$ cat src/rtl/mhz_readout_pkg.sv
// Package: shared encodings for the MHz readout corrector.
// Assumes: mode codes are fixed by the panel wiring and never change.
package mhz_readout_pkg;

    // Source of the MHz digits.
    typedef enum logic [1:0] {
        SRC_PARALLEL = 2'b00,
        SRC_LF       = 2'b01,
        SRC_EXT      = 2'b10,
        SRC_BFO      = 2'b11
    } src_mode_e;

    // Net readout correction collected over one gate.
    typedef enum logic [1:0] {
        CORR_NONE = 2'b00,
        CORR_UP   = 2'b01,
        CORR_DOWN = 2'b10
    } corr_e;

endpackage

$ cat src/rtl/mhz_bcd_step.sv
// Module: mhz_bcd_step
// Adds +1 or -1 to a multi-digit BCD value, wrapping each digit in BCD.
// It reports when the carry or borrow ripples out of the top digit.
// Assumes: up and down are never high together, and every input digit
// is valid BCD (0..9). Purely combinational.
module mhz_bcd_step #(
    parameter int DIGITS = 2,
    localparam int W = 4 * DIGITS
) (
    input  logic [W-1:0] val,
    input  logic         up,
    input  logic         down,
    output logic [W-1:0] res,
    output logic         wrap
);

    // Digit-serial ripple of the increment or decrement.
    always_comb begin
        logic       ci;
        logic       bi;
        logic [3:0] d;
        ci  = up;
        bi  = down;
        res = '0;
        for (int i = 0; i < DIGITS; i++) begin
            d = val[4*i +: 4];
            if (ci)
                res[4*i +: 4] = (d == 4'd9) ? 4'd0 : d + 4'd1;
            else if (bi)
                res[4*i +: 4] = (d == 4'd0) ? 4'd9 : d - 4'd1;
            else
                res[4*i +: 4] = d;
            ci = ci && (d == 4'd9);
            bi = bi && (d == 4'd0);
        end
        wrap = ci || bi;
    end

endmodule

$ cat src/rtl/mhz_corr_track.sv
// Module: mhz_corr_track
// Tracks the net carry/borrow of the kHz counter's top digit over one
// gate, held to -1, 0 or +1. A gate start clears the state, and events
// in the same cycle apply to the new gate.
// Assumes: carry and borrow are single-cycle pulses.
module mhz_corr_track
    import mhz_readout_pkg::*;
(
    input  logic  clk,
    input  logic  rst_n,
    input  logic  gate_start,
    input  logic  carry,
    input  logic  borrow,
    output corr_e corr
);

    corr_e corr_q;
    corr_e base;
    corr_e corr_d;

    // Next correction: clear on gate start, then apply this cycle's event.
    always_comb begin
        base   = gate_start ? CORR_NONE : corr_q;
        corr_d = base;
        if (carry && !borrow)
            corr_d = (base == CORR_DOWN) ? CORR_NONE : CORR_UP;
        else if (borrow && !carry)
            corr_d = (base == CORR_UP) ? CORR_NONE : CORR_DOWN;
    end

    // Correction register, synchronous active-low reset.
    always_ff @(posedge clk) begin
        if (!rst_n) corr_q <= CORR_NONE;
        else        corr_q <= corr_d;
    end

    assign corr = corr_q;

    // a quiet gate start leaves no correction behind.
    a_r9_gate_clears_corr: assert property (@(posedge clk) disable iff (!rst_n)
        gate_start && !carry && !borrow |=> corr_q == CORR_NONE);

    // a lone carry never leaves a downward correction.
    a_r3_carry_not_down: assert property (@(posedge clk) disable iff (!rst_n)
        carry && !borrow |=> corr_q != CORR_DOWN);

    // a lone borrow never leaves an upward correction.
    a_r3_borrow_not_up: assert property (@(posedge clk) disable iff (!rst_n)
        borrow && !carry |=> corr_q != CORR_UP);

endmodule

$ cat src/rtl/mhz_ext_count.sv
// Module: mhz_ext_count
// Counts kHz-overflow carries into a BCD MHz value. The count spills
// into a binary extra digit that runs 0..OVF_MAX, and past that the
// count wraps and a sticky over-range flag is set. A gate start clears
// everything, and an increment in the same cycle applies to the new gate.
// Assumes: inc is a single-cycle pulse and OVF_MAX >= 1.
module mhz_ext_count #(
    parameter int DIGITS  = 2,
    parameter int OVF_MAX = 1,
    localparam int W      = 4 * DIGITS,
    localparam int OVF_W  = (OVF_MAX < 2) ? 1 : $clog2(OVF_MAX + 1)
) (
    input  logic             clk,
    input  logic             rst_n,
    input  logic             gate_start,
    input  logic             inc,
    output logic [W-1:0]     cnt_bcd,
    output logic [OVF_W-1:0] cnt_ovf,
    output logic             cnt_over
);

    logic [W-1:0]     lo_q;
    logic [OVF_W-1:0] ovf_q;
    logic             over_q;
    logic [W-1:0]     base_lo;
    logic [OVF_W-1:0] base_ovf;
    logic             base_over;
    logic [W-1:0]     step_lo;
    logic             step_wrap;

    // Start-of-gate view of the count.
    always_comb begin
        base_lo   = gate_start ? '0   : lo_q;
        base_ovf  = gate_start ? '0   : ovf_q;
        base_over = gate_start ? 1'b0 : over_q;
    end

    mhz_bcd_step #(.DIGITS(DIGITS)) u_step (
        .val  (base_lo),
        .up   (inc),
        .down (1'b0),
        .res  (step_lo),
        .wrap (step_wrap)
    );

    // Count registers: low digits, extra digit and sticky over-range.
    always_ff @(posedge clk) begin
        if (!rst_n) begin
            lo_q   <= '0;
            ovf_q  <= '0;
            over_q <= 1'b0;
        end else begin
            lo_q <= step_lo;
            if (step_wrap && base_ovf == OVF_W'(OVF_MAX)) begin
                ovf_q  <= '0;
                over_q <= 1'b1;
            end else if (step_wrap) begin
                ovf_q  <= OVF_W'(base_ovf + 1'b1);
                over_q <= base_over;
            end else begin
                ovf_q  <= base_ovf;
                over_q <= base_over;
            end
        end
    end

    assign cnt_bcd  = lo_q;
    assign cnt_ovf  = ovf_q;
    assign cnt_over = over_q;

    // a quiet gate start empties the count.
    a_r9_ext_clear: assert property (@(posedge clk) disable iff (!rst_n)
        gate_start && !inc |=> lo_q == '0 && ovf_q == '0 && !over_q);

    // without a carry or a gate start the count holds.
    a_r6_ext_hold: assert property (@(posedge clk) disable iff (!rst_n)
        !gate_start && !inc |=> $stable(lo_q) && $stable(ovf_q) && $stable(over_q));

    // a carry with a non-9 units digit steps only the units.
    a_r6_ext_units_step: assert property (@(posedge clk) disable iff (!rst_n)
        !gate_start && inc && lo_q[3:0] != 4'd9
        |=> lo_q[3:0] == $past(lo_q[3:0]) + 4'd1 && $stable(ovf_q));

    // a carry out of the full count wraps to zero and flags over-range.
    a_r7_ext_wrap: assert property (@(posedge clk) disable iff (!rst_n)
        !gate_start && inc && step_wrap && ovf_q == OVF_W'(OVF_MAX)
        |=> lo_q == '0 && ovf_q == '0 && over_q);

endmodule

$ cat src/rtl/mhz_readout.sv
// Module: mhz_readout (top)
// Builds the MHz part of a frequency readout. Each gate it collects the
// kHz carry/borrow events. On the latch strobe it registers the MHz
// digits, the extra overflow digit, the blanks and the over-range flag
// for the current source mode.
// Assumes: event inputs are single-cycle pulses, mhz_in holds valid BCD,
// and the strobe arrives at the same edge that latches the kHz digits.
module mhz_readout
    import mhz_readout_pkg::*;
#(
    parameter int DIGITS  = 2,
    parameter int OVF_MAX = 1,
    localparam int W      = 4 * DIGITS,
    localparam int OVF_W  = (OVF_MAX < 2) ? 1 : $clog2(OVF_MAX + 1)
) (
    input  logic             clk,
    input  logic             rst_n,
    input  logic [1:0]       mode,
    input  logic [W-1:0]     mhz_in,
    input  logic             khz_carry,
    input  logic             khz_borrow,
    input  logic             gate_start,
    input  logic             latch_strobe,
    output logic [W-1:0]     mhz_out,
    output logic [OVF_W-1:0] ovf_out,
    output logic             blank_mhz,
    output logic             blank_ovf,
    output logic             over_range
);

    src_mode_e        src;
    corr_e            corr;
    logic [W-1:0]     ext_bcd;
    logic [OVF_W-1:0] ext_ovf;
    logic             ext_over;
    logic [W-1:0]     adj_val;
    logic             adj_wrap;
    logic [W-1:0]     nxt_mhz;
    logic [OVF_W-1:0] nxt_ovf;
    logic             nxt_blank;
    logic             nxt_over;

    assign src = src_mode_e'(mode);

    mhz_corr_track u_corr (
        .clk        (clk),
        .rst_n      (rst_n),
        .gate_start (gate_start),
        .carry      (khz_carry),
        .borrow     (khz_borrow),
        .corr       (corr)
    );

    mhz_ext_count #(.DIGITS(DIGITS), .OVF_MAX(OVF_MAX)) u_ext (
        .clk        (clk),
        .rst_n      (rst_n),
        .gate_start (gate_start),
        .inc        (khz_carry),
        .cnt_bcd    (ext_bcd),
        .cnt_ovf    (ext_ovf),
        .cnt_over   (ext_over)
    );

    mhz_bcd_step #(.DIGITS(DIGITS)) u_adj (
        .val  (mhz_in),
        .up   (corr == CORR_UP),
        .down (corr == CORR_DOWN),
        .res  (adj_val),
        .wrap (adj_wrap)
    );

    // Select the readout for the current source mode.
    always_comb begin
        nxt_mhz   = '0;
        nxt_ovf   = '0;
        nxt_blank = 1'b1;
        nxt_over  = 1'b0;
        case (src)
            SRC_PARALLEL: begin
                nxt_mhz   = adj_val;
                nxt_ovf   = (adj_wrap && corr == CORR_UP) ? OVF_W'(1) : '0;
                nxt_blank = 1'b0;
                nxt_over  = adj_wrap;
            end
            SRC_LF: begin
                nxt_mhz   = (corr == CORR_UP) ? W'(1) : '0;
                nxt_blank = (corr != CORR_UP);
                nxt_over  = (corr == CORR_UP);
            end
            SRC_EXT: begin
                nxt_mhz   = ext_bcd;
                nxt_ovf   = ext_ovf;
                nxt_blank = 1'b0;
                nxt_over  = ext_over;
            end
            default: begin
                nxt_mhz   = '0;
                nxt_blank = 1'b1;
            end
        endcase
    end

    // Display latch, loaded only on the measurement strobe.
    always_ff @(posedge clk) begin
        if (!rst_n) begin
            mhz_out    <= '0;
            ovf_out    <= '0;
            blank_mhz  <= 1'b1;
            blank_ovf  <= 1'b1;
            over_range <= 1'b0;
        end else if (latch_strobe) begin
            mhz_out    <= nxt_mhz;
            ovf_out    <= nxt_ovf;
            blank_mhz  <= nxt_blank;
            blank_ovf  <= (nxt_ovf == '0);
            over_range <= nxt_over;
        end
    end

    // outputs hold between strobes.
    a_r2_hold: assert property (@(posedge clk) disable iff (!rst_n)
        !latch_strobe |=> $stable(mhz_out) && $stable(ovf_out) && $stable(blank_mhz)
                          && $stable(blank_ovf) && $stable(over_range));

    // BFO read blanks the MHz readout with no warning.
    a_r8_bfo_blank: assert property (@(posedge clk) disable iff (!rst_n)
        latch_strobe && src == SRC_BFO |=> blank_mhz && !over_range && mhz_out == '0);

    // LF readout never shows tens and is blanked exactly when not over range.
    a_r5_lf_digits: assert property (@(posedge clk) disable iff (!rst_n)
        latch_strobe && src == SRC_LF |=> mhz_out[W-1:4] == '0 && (blank_mhz != over_range));

    // the extra digit is blanked exactly when it reads zero.
    a_r10_ovf_blank: assert property (@(posedge clk) disable iff (!rst_n)
        blank_ovf == (ovf_out == '0));

    // parallel mode never blanks the digits.
    a_r3_parallel_shown: assert property (@(posedge clk) disable iff (!rst_n)
        latch_strobe && src == SRC_PARALLEL |=> !blank_mhz);

endmodule

$ cat config.mk
export PLATFORM = sky130hd
export DESIGN_NAME = mhz_readout
export DESIGN_NICKNAME = d
export VERILOG_FILES = /design/src/rtl/mhz_readout_pkg.sv /design/src/rtl/mhz_bcd_step.sv /design/src/rtl/mhz_corr_track.sv /design/src/rtl/mhz_ext_count.sv /design/src/rtl/mhz_readout.sv
export SDC_FILE = /design/constraint.sdc
export NUM_CORES = 1
export LEC_CHECK = 0
export BUFFER_PORTS_ARGS = -buffer_cell sky130_fd_sc_hd__buf_2
export CORE_ASPECT_RATIO = 1.75
export CORE_UTILIZATION = 45
export DETAILED_ROUTE_END_ITERATION = 8
export HOLD_SLACK_MARGIN = 0.03
export PLACE_DENSITY = 0.66
export REMOVE_ABC_BUFFERS = 1
export SYNTH_ARGS = -nofsm -noshare
export SYNTH_HDL_FRONTEND = slang
export SYNTH_SLANG_ARGS = --single-unit
$ cat constraint.sdc
create_clock -name clk -period 3.8 [get_ports clk]
set_input_delay 0.38 -clock clk [delete_from_list [all_inputs] [get_ports clk]]
set_output_delay 0.38 -clock clk [all_outputs]
set_load 0.03 [all_outputs]
* After elaboration in Yosys (flattened, before gate mapping)
Cells that the tools add are included.
Word-level totals: flip-flop bits (word level) 24, bits in latches 0, bits in writable memories 0, ROM bits 0, bits of input ports 16, output and inout bits 12, logic and storage cells 76, memories 0
Cells by class: add/sub/neg operators 7, $mul 0, div/mod/pow operators 0, magnitude comparators 0, equal/unequal tests 11, shift operators 0, mux-type cells 28, bitwise operators 2, reductions and logical operators 19
Operator list (count):
- $mux W4 | 12
- $pmux W8 S3 | 1
- $add A4 B1 Y4 const B | 4
- $eq A4 B4 Y1 const B | 4
- $logic_and A1 B1 Y1 | 10
- $logic_not A4 Y1 | 2
- $mux W2 | 4
- $mux W8 | 1
- $sub A4 B1 Y4 const B | 2
- $mux W1 | 7
- $eq A2 B1 Y1 const B | 3
- $eq A2 B2 Y1 const B | 3
- $pmux W1 S2 | 2
- $reduce_or A2 Y1 | 2
- $pmux W1 S3 | 1
- $logic_not A1 Y1 | 2
- $logic_not A2 Y1 | 1
- $ne A2 B1 Y1 const B | 1
- $not A1 Y1 | 2
- $reduce_bool A2 Y1 | 1
- $add A1 B1 Y1 const B | 1
- $logic_or A1 B1 Y1 | 1

* Logic depth before layout (Yosys ltp)
Gate-level depths: netlist (run 1).
depth in word-level cells 8, depth in mapped cells 7, depth with buffers taken out 6

* By module
A second synthesis (run 1) with hierarchy kept.
Second synthesis, totals: cell total of the unflattened synthesis 233, area, all modules 1894.3 µm²
By module, submodules not included:
- mhz_bcd_step | instances 2, cells an instance 60, area each 400.4 µm², seq. area each 0.0 µm²
- mhz_readout | instances 1, cells an instance 70, area each 630.6 µm², seq. area each 240.2 µm²
- mhz_ext_count | instances 1, cells an instance 33, area each 366.6 µm², seq. area each 200.2 µm²
- mhz_corr_track | instances 1, cells an instance 10, area each 96.3 µm², seq. area each 40.0 µm²

* Least setup slack after synthesis (run 1)
No wires, ideal clock.
kind input -> register, start input mhz_in[1], end register mhz_out[4], data arrival time 1.543 ns, required time 3.683 ns, slack 2.139 ns, cell stages on the path 6, path buffers 0, cell sequence inv_1 ha_1 or3b_1 nor3_1 o21ai_0 a32o_1
On the way: longest elaborated chain between the ends 5, elaborated cells on any way between the ends 7
RTL lines:
- start, declared | line mhz_readout.sv:19 | input logic [W-1:0] mhz_in,
- $logic_not A4 Y1 | line mhz_bcd_step.sv:34 | bi = bi && (d == 4'd0);
- $logic_and A1 B1 Y1 | line mhz_bcd_step.sv:34
- $mux W4 | line mhz_bcd_step.sv:29 | else if (bi)
- $mux W4 * | line mhz_bcd_step.sv:27 | if (ci)
- $pmux W8 S3 * | line mhz_readout.sv:78 | case (src)
- end signal, assigned | line mhz_readout.sv:112 | mhz_out <= nxt_mhz;
- end, declared | line mhz_readout.sv:24 | output logic [W-1:0] mhz_out,
Every way passes the cells marked *; elsewhere a longest branch is shown, timed or not. A chain may end at the register's enable or synchronous reset.

* Final worst setup path (run 1)
start register u_corr.corr_q[1] (netlist: u_corr.corr[1]), end register mhz_out[3]
On the way: longest elaborated chain between the ends 4, elaborated cells on any way between the ends 5
RTL lines:
- start, declared | line mhz_corr_track.sv:17 | corr_e corr_q;
- start signal, assigned | line mhz_corr_track.sv:34 | else corr_q <= corr_d;
- $eq A2 B2 Y1 | line mhz_readout.sv:67 | .down (corr == CORR_DOWN),
- $mux W4 | line mhz_bcd_step.sv:29
- $mux W4 * | line mhz_bcd_step.sv:27
- $pmux W8 S3 * | line mhz_readout.sv:78
Marks and branches as above.

==> flow_summary.json, run 1 <==
{
  "final_nets": 262,
  "area_growth_pct": 11.0,
  "r2r_cells": 4,
  "synthFlopType": "dfxtp_1",
  "post-route-drc-count": 0,
  "synth_most_common_cell": "dfxtp_1",
  "max-vdd-ir-drop_v": 0.000235,
  "cts-hold-fix-buffers": 0,
  "antenna_left": 0,
  "num_vias": 1685,
  "met3_usage_pct": 2.20,
  "required_ns": 4.01,
  "status": "finished, final reports clean",
  "netlist_top_cells_count": "24 x dfxtp_1, 16 x inv_1, 16 x nor2_1",
  "crit_fanout": 14,
  "coreArea_um2": 3590,
  "synth_top_area_share_pct": 28.4,
  "max_cap_violations": 0,
  "grt_pass1_vias": 1648,
  "whs_path_depth": 3,
  "end_kind": "flop",
  "postCtsSetupBuffers": 0,
  "skew_ns": 0.00430,
  "start_kind": "flop",
  "place_area_um2": 1840,
  "cts_buffers": 3,
  "finalHoldViolCount": 0,
  "die_area_um2": 4020,
  "drtIter0Drc": 61,
  "async_flop_share_pct": 0,
  "first_pass_iters": 5,
  "wl_per_cell_um": 15.6,
  "die_h_um": 83.1,
  "grt_pass1_wl_um": 7440,
  "p_leak_nw": 0.759,
  "yosys.area.top_type": "dfxtp_1",
  "use_met2_pct": 42.6,
  "rows": 29,
  "start_util_pct": 47.1,
  "synth-seq-area-share_pct": 28.4,
  "fp.dieW_um": 48.3,
  "post_cts_resized": 0,
  "grt.overflow.total": 0,
  "clock_path_buffers": 2,
  "clock-sinks": 24,
  "setup_viol": 0,
  "gp_congestion": 0.963,
  "top_usage_layer": "met2",
  "syn_avg_cell_area_um2": 7.80,
  "ctsRootBufferMaster": "clkbuf_8",
  "min-delay-path-class": "primary input to flop",
  "yosysWarnings": 0,
  "dp_hpwl_um": 3410,
  "fin_crit_sh_pct": 52.8,
  "place.port_buffers": 27,
  "globalRouteMet1Util_pct": 25.6,
  "yosys_register_bits": 24,
  "antenna_cells": 0,
  "grt_usage_pct": 23.2,
  "yosysUniqueCellTypes": 54,
  "drt-total-wl_um": 4410,
  "fin_tns_setup_ns": 0,
  "syn_inst": 217,
  "fin_crit_ns": 2.01,
  "viasPerCell": 5.95,
  "p_per_area_nw_per_um2": 278,
  "tightest_slew_ns": 0.568,
  "insertion_delay_ns": 0.26,
  "cts-htree-levels": 1,
  "grt_max_degree": 20,
  "io_pins": 28,
  "netlist_area_um2": 1690,
  "critPathKind": "flop to flop",
  "cts_tree": "done",
  "drive_gt1_share_pct": 15.2,
  "clk_pin_slew_ns": 0.08,
  "max_freq_ghz": 0.499,
  "crit_arrival_ns": 2.21,
  "slew_headroom_pct": 62.0,
  "rsz0062_at_grt": "false",
  "fin_area_um2": 1880,
  "synth_edf_count": 0,
  "synthTopCellsByArea": "dfxtp_1 28%, ha_1 5.2%, o21ai_0 3.8%",
  "drv_slew": 0,
  "grt_antenna_before_repair": 0
}
## layer usage
metal	share of wire (%)	routed length (um)
met1	41	1830
met3	3.7	164
met2	52	2300
met5	0	0
met4	2.7	121
## sequential cells by signal, indices dropped and copies added (netlist names)
register        count
over_range          1
u_corr.corr         2
u_ext.cnt_bcd       8
blank_mhz           1
u_ext.cnt_ovf       1
mhz_out             8
blank_ovf           1
u_ext.cnt_over      1
ovf_out             1
## report_power, final
part,internal [mW],total [mW],leakage [nW],switching [mW]
sequential,0.258,0.266,0.195,0.00735
clock,0.0708,0.149,0.0216,0.0782
combinational,0.0391,0.107,0.542,0.0679
## placed cells by master, fill, tap and decap left out, types with 5 or more instances in the layout
cell      Yosys  final
a21oi_1      12     12
a31oi_1       6      6
buf_2         2     27
dfxtp_1      24     24
ha_1          7      7
inv_1        16     16
nand2_1      13     13
nand2b_1      9      9
nand3_1      10     10
nor2_1       16     16
nor2b_1      10     10
o211ai_1      5      5
o21ai_0      13     13
## worst max-delay path: stages, from the launching register on
cell	delay, ns
dfxtp_1	0.60
nand2b_1	0.42
nor2_1	0.19
nor4_1	0.48
o221a_2	0.26
## metrics by stage
| stage | total power, mW | cells | setup WS [ns] | utilization [%] | hold WS [ns] |
|---|---|---|---|---|---|
| detailed placement | 0.377 | 280 | 1.80 | 51.1 | 0.466 |
| global placement | 0.377 | 280 | 1.83 | 51.1 | 0.459 |
| CTS | 0.526 | 283 | 1.85 | 52.3 | 0.425 |
| global route | 0.550 | 283 | 1.66 | 52.3 | 0.448 |
| finish | 0.522 | 283 | 1.79 | 52.3 | 0.432 |
| floorplan | 0.333 | 207 | 2.14 | - | 0.452 |
## kinds of logic (layout without fill, tap and decap cells)
kind of cell	count (synthesis)	in the layout	synth area share [%]
AO/OA/AOI/OAI	62	62	25.4
XOR/XNOR	4	4	2.07
adder cells (fa/ha/maj)	7	7	5.18
buffers and inverters	26	46	6.36
flip-flops	24	24	28.4
multiplexers	3	3	1.78
AND/OR/NAND/NOR	91	91	30.8
## cell type report
cell class	count	area [um^2]
Clock buffer	3	41.3
Fill cell	366	1710
Inverter	16	60.1
Multi-Input combinational cell	167	1100
Sequential cell	24	480
Tap cell	46	57.6
Timing Repair Buffer	27	135
## worst paths after layout
check	from	endpoint	slack, ns
worst min register to register	blank_mhz$_SDFFE_PN1P_	blank_mhz$_SDFFE_PN1P_	0.48
worst min-delay path	khz_carry	u_ext.cnt_bcd[0]$_SDFF_PN0_	0.43
worst max register to register	u_corr.corr[1]$_SDFF_PP0_	mhz_out[3]$_SDFFE_PN0P_	1.79
worst max-delay path	u_corr.corr[1]$_SDFF_PP0_	mhz_out[3]$_SDFFE_PN0P_	1.79
No activity file was read; power rests on OpenSTA's default activity.
==> run 2: changes to the inputs <==
--- a/config.mk
+++ b/config.mk
@@ -5,6 +5,7 @@
 export SDC_FILE = /design/constraint.sdc
 export NUM_CORES = 1
 export LEC_CHECK = 0
+export ABC_AREA = 1
 export BUFFER_PORTS_ARGS = -buffer_cell sky130_fd_sc_hd__buf_2
 export CORE_ASPECT_RATIO = 1.75
 export CORE_UTILIZATION = 45
==> constraint.sdc (replaced) <==
create_clock -name clk -period 2.1 [get_ports clk]
set_input_delay 0.21 -clock clk [delete_from_list [all_inputs] [get_ports clk]]
set_output_delay 0.21 -clock clk [all_outputs]
set_load 0.03 [all_outputs]
==> run 2 against run 1 <==
Net effect:
- via count down 4.0%
- setup slack worse by 1.2 ns
- flip-flop and latch count unchanged
- core utilization up 2.5 points
- hold slack worse by 0.25 ns
- die area down 2.5%
- clock skew up 0.0042 ns
- register-to-register slack worse by 1.2 ns
- largest cell class unchanged
==> flow_summary.json, run 2 <==
{
  "p_leak_nw": 0.883,
  "wl_per_cell_um": 12.2,
  "dp_hpwl_um": 3020,
  "post_cts_resized": 0,
  "holdWs_ns": 0.186,
  "nFillCells": 383,
  "first_pass_iters": 4,
  "setup_ws_ns": 0.630,
  "drv_slew": 0,
  "synth_top_area_share_pct": 29.2,
  "grt.overflow.total": 0,
  "end_kind": "flop",
  "synthFlopType": "dfxtp_1",
  "postCtsSetupBuffers": 0,
  "clock-sinks": 24,
  "reg2reg_slack_ns": 0.63,
  "cts-htree-levels": 1,
  "yosysWarnings": 0,
  "place.port_buffers": 27,
  "p_comb_share_pct": 17.4,
  "netlist_top_cells_count": "47 x nand2_1, 32 x inv_1, 25 x nor2_1",
  "p_switching_mw": 0.299,
  "dp_slack_ns": 0.528,
  "p_seq_share_pct": 44.3,
  "slew_headroom_pct": 67.0,
  "max-vdd-ir-drop_v": 0.000499,
  "clock_path_buffers": 2,
  "finalHoldViolCount": 0,
  "fin_tns_setup_ns": 0,
  "fin_crit_ns": 1.47,
  "r2r-start": "u_ext.cnt_bcd[3]$_SDFF_PN0_",
  "crit_arrival_ns": 1.66,
  "synthTopCellsByArea": "dfxtp_1 29%, nand2_1 11%, a21oi_1 7.3%",
  "final_nets": 294,
  "clk_pin_slew_ns": 0.09,
  "layout_common_cells": "47 x nand2_1, 32 x inv_1, 27 x buf_2",
  "grt_pass1_wl_um": 6260,
  "r2r_cells": 9,
  "timing.hold.worst.start": "khz_borrow",
  "synth-seq-area-share_pct": 29.2,
  "whs_path_depth": 3,
  "max_cap_violations": 0,
  "fp.dieW_um": 47.7,
  "post-route-drc-count": 0,
  "cts-hold-fix-buffers": 0,
  "drive_gt1_share_pct": 21.1,
  "async_flop_share_pct": 0,
  "grt_pass1_vias": 1501,
  "gp_congestion": 0.767,
  "p_per_area_nw_per_um2": 576,
  "cts_tree": "done",
  "grt_max_degree": 17,
  "internal_power_mw": 0.783,
  "skew_ns": 0.00851,
  "r2r-end": "u_ext.cnt_ovf$_SDFF_PP0_",
  "netlist_area_um2": 1650,
  "min-delay-path-class": "primary input to flop",
  "num_vias": 1617,
  "antenna_left": 0,
  "required_ns": 2.29,
  "swShare_pct": 27.7,
  "drt-total-wl_um": 3860,
  "yosys.area.top_type": "dfxtp_1",
  "grt_usage_pct": 22.4,
  "power_frac_clock_pct": 38.4,
  "max_freq_ghz": 0.680,
  "total_power_mw": 1.08,
  "antenna_cells": 0,
  "min_to": "u_corr.corr[1]$_SDFF_PP0_",
  "start_kind": "flop",
  "setup_viol": 0,
  "dp.cells": 311,
  "final_common_cell": "nand2_1",
  "insertion_delay_ns": 0.28,
  "die_area_um2": 3920,
  "die_h_um": 82.1,
  "critPathKind": "flop to flop",
  "synth_edf_count": 0,
  "io_pins": 28,
  "fin_crit_sh_pct": 70.0,
  "syn_inst": 244,
  "rsz0062_at_grt": "false",
  "syn_avg_cell_area_um2": 6.75,
  "rows": 28,
  "status": "finished, final reports clean",
  "synth_most_common_cell": "nand2_1",
  "yosysUniqueCellTypes": 38,
  "start_util_pct": 48.0,
  "drtIter0Drc": 29,
  "crit_fanout": 4,
  "grt_antenna_before_repair": 0,
  "yosys_register_bits": 24,
  "fin_cells": 315,
  "cts_buffers": 3,
  "viasPerCell": 5.13,
  "area_growth_pct": 14.0,
  "ctsRootBufferMaster": "clkbuf_8",
  "tightest_slew_ns": 0.494,
  "coreArea_um2": 3430
}
-- run 2: cell types whose count changed after synthesis, moves of 9 or more --
cell      before  now
nor2_1        16   25
nand2b_1       9    0
nand2_1       13   47
nor2b_1       10    0
inv_1         16   32
a21oi_1       12   24
-- run 2: kinds of logic (layout without fill, tap and decap cells) --
logic type	Yosys count	count (layout)	synth area share, %
XOR/XNOR	3	3	1.59
flip-flops	24	24	29.2
AO/OA/AOI/OAI	58	58	19.1
buffers and inverters	43	69	10.7
adder cells (fa/ha/maj)	7	7	5.31
AND/OR/NAND/NOR	109	109	34.2
-- run 2: cell type report --
class | instances | area (um^2) | share of cell area [%]
inverters | 38 | 145 | 7.72
repair buffers | 27 | 135 | 7.19
multi-input cells | 177 | 991 | 52.7
flip-flops and latches | 24 | 480 | 25.6
clock buffers | 3 | 41.3 | 2.20
well taps | 45 | 56.3 | 3.00
clock inverters | 1 | 30.0 | 1.60
-- run 2: worst max path at each step --
stage / start / end / slack, ns / cells past startpoint
after detailed placement: mhz_in[1] / mhz_out[0]$_SDFFE_PN0P_ / 0.53 / 12
after floorplan: u_ext.cnt_bcd[3]$_SDFF_PN0_ / u_ext.cnt_ovf$_SDFF_PP0_ / 0.75 / 9
after global routing: u_ext.cnt_bcd[3]$_SDFF_PN0_ / u_ext.cnt_ovf$_SDFF_PP0_ / 0.49 / 9
after CTS: u_ext.cnt_bcd[3]$_SDFF_PN0_ / u_ext.cnt_ovf$_SDFF_PP0_ / 0.62 / 9
after global placement: mhz_in[1] / mhz_out[0]$_SDFFE_PN0P_ / 0.52 / 12
final: u_ext.cnt_bcd[3]$_SDFF_PN0_ / u_ext.cnt_ovf$_SDFF_PP0_ / 0.63 / 9
-- run 2: worst max-delay path, stage by stage, from the launching register on --
cell and delay (ns):
dfxtp_1 0.33, inv_1 0.10, nor2_8 0.11, nand2_4 0.06, nor3_4 0.22, inv_1 0.11, nor2_1 0.12, ha_1 0.24
nand2_1 0.06, nor2_1 0.03
-- run 2: through the flow --
step / cell area, um^2 / utilization [%]
floorplan: 1620 / -
global placement: 1810 / 52.7
detailed placement: 1810 / 52.7
CTS: 1880 / 54.7
global route: 1880 / 54.7
finish: 1880 / 54.7
-- run 2: routing by layer --
metal	track usage [%]	part of all wire [%]
met2	42.6	53
met3	2.42	2.8
met4	10.3	2.9
met5	0	0
met1	22.3	41
-- run 2: power groups by stage --
stage | Clock [mW] | Combinational [mW] | Sequential [mW]
floorplan | 0 | 0.0952 | 0.511
global placement | 0 | 0.188 | 0.490
detailed placement | 0 | 0.186 | 0.490
CTS | 0.422 | 0.188 | 0.480
global route | 0.435 | 0.210 | 0.482
finish | 0.415 | 0.188 | 0.479
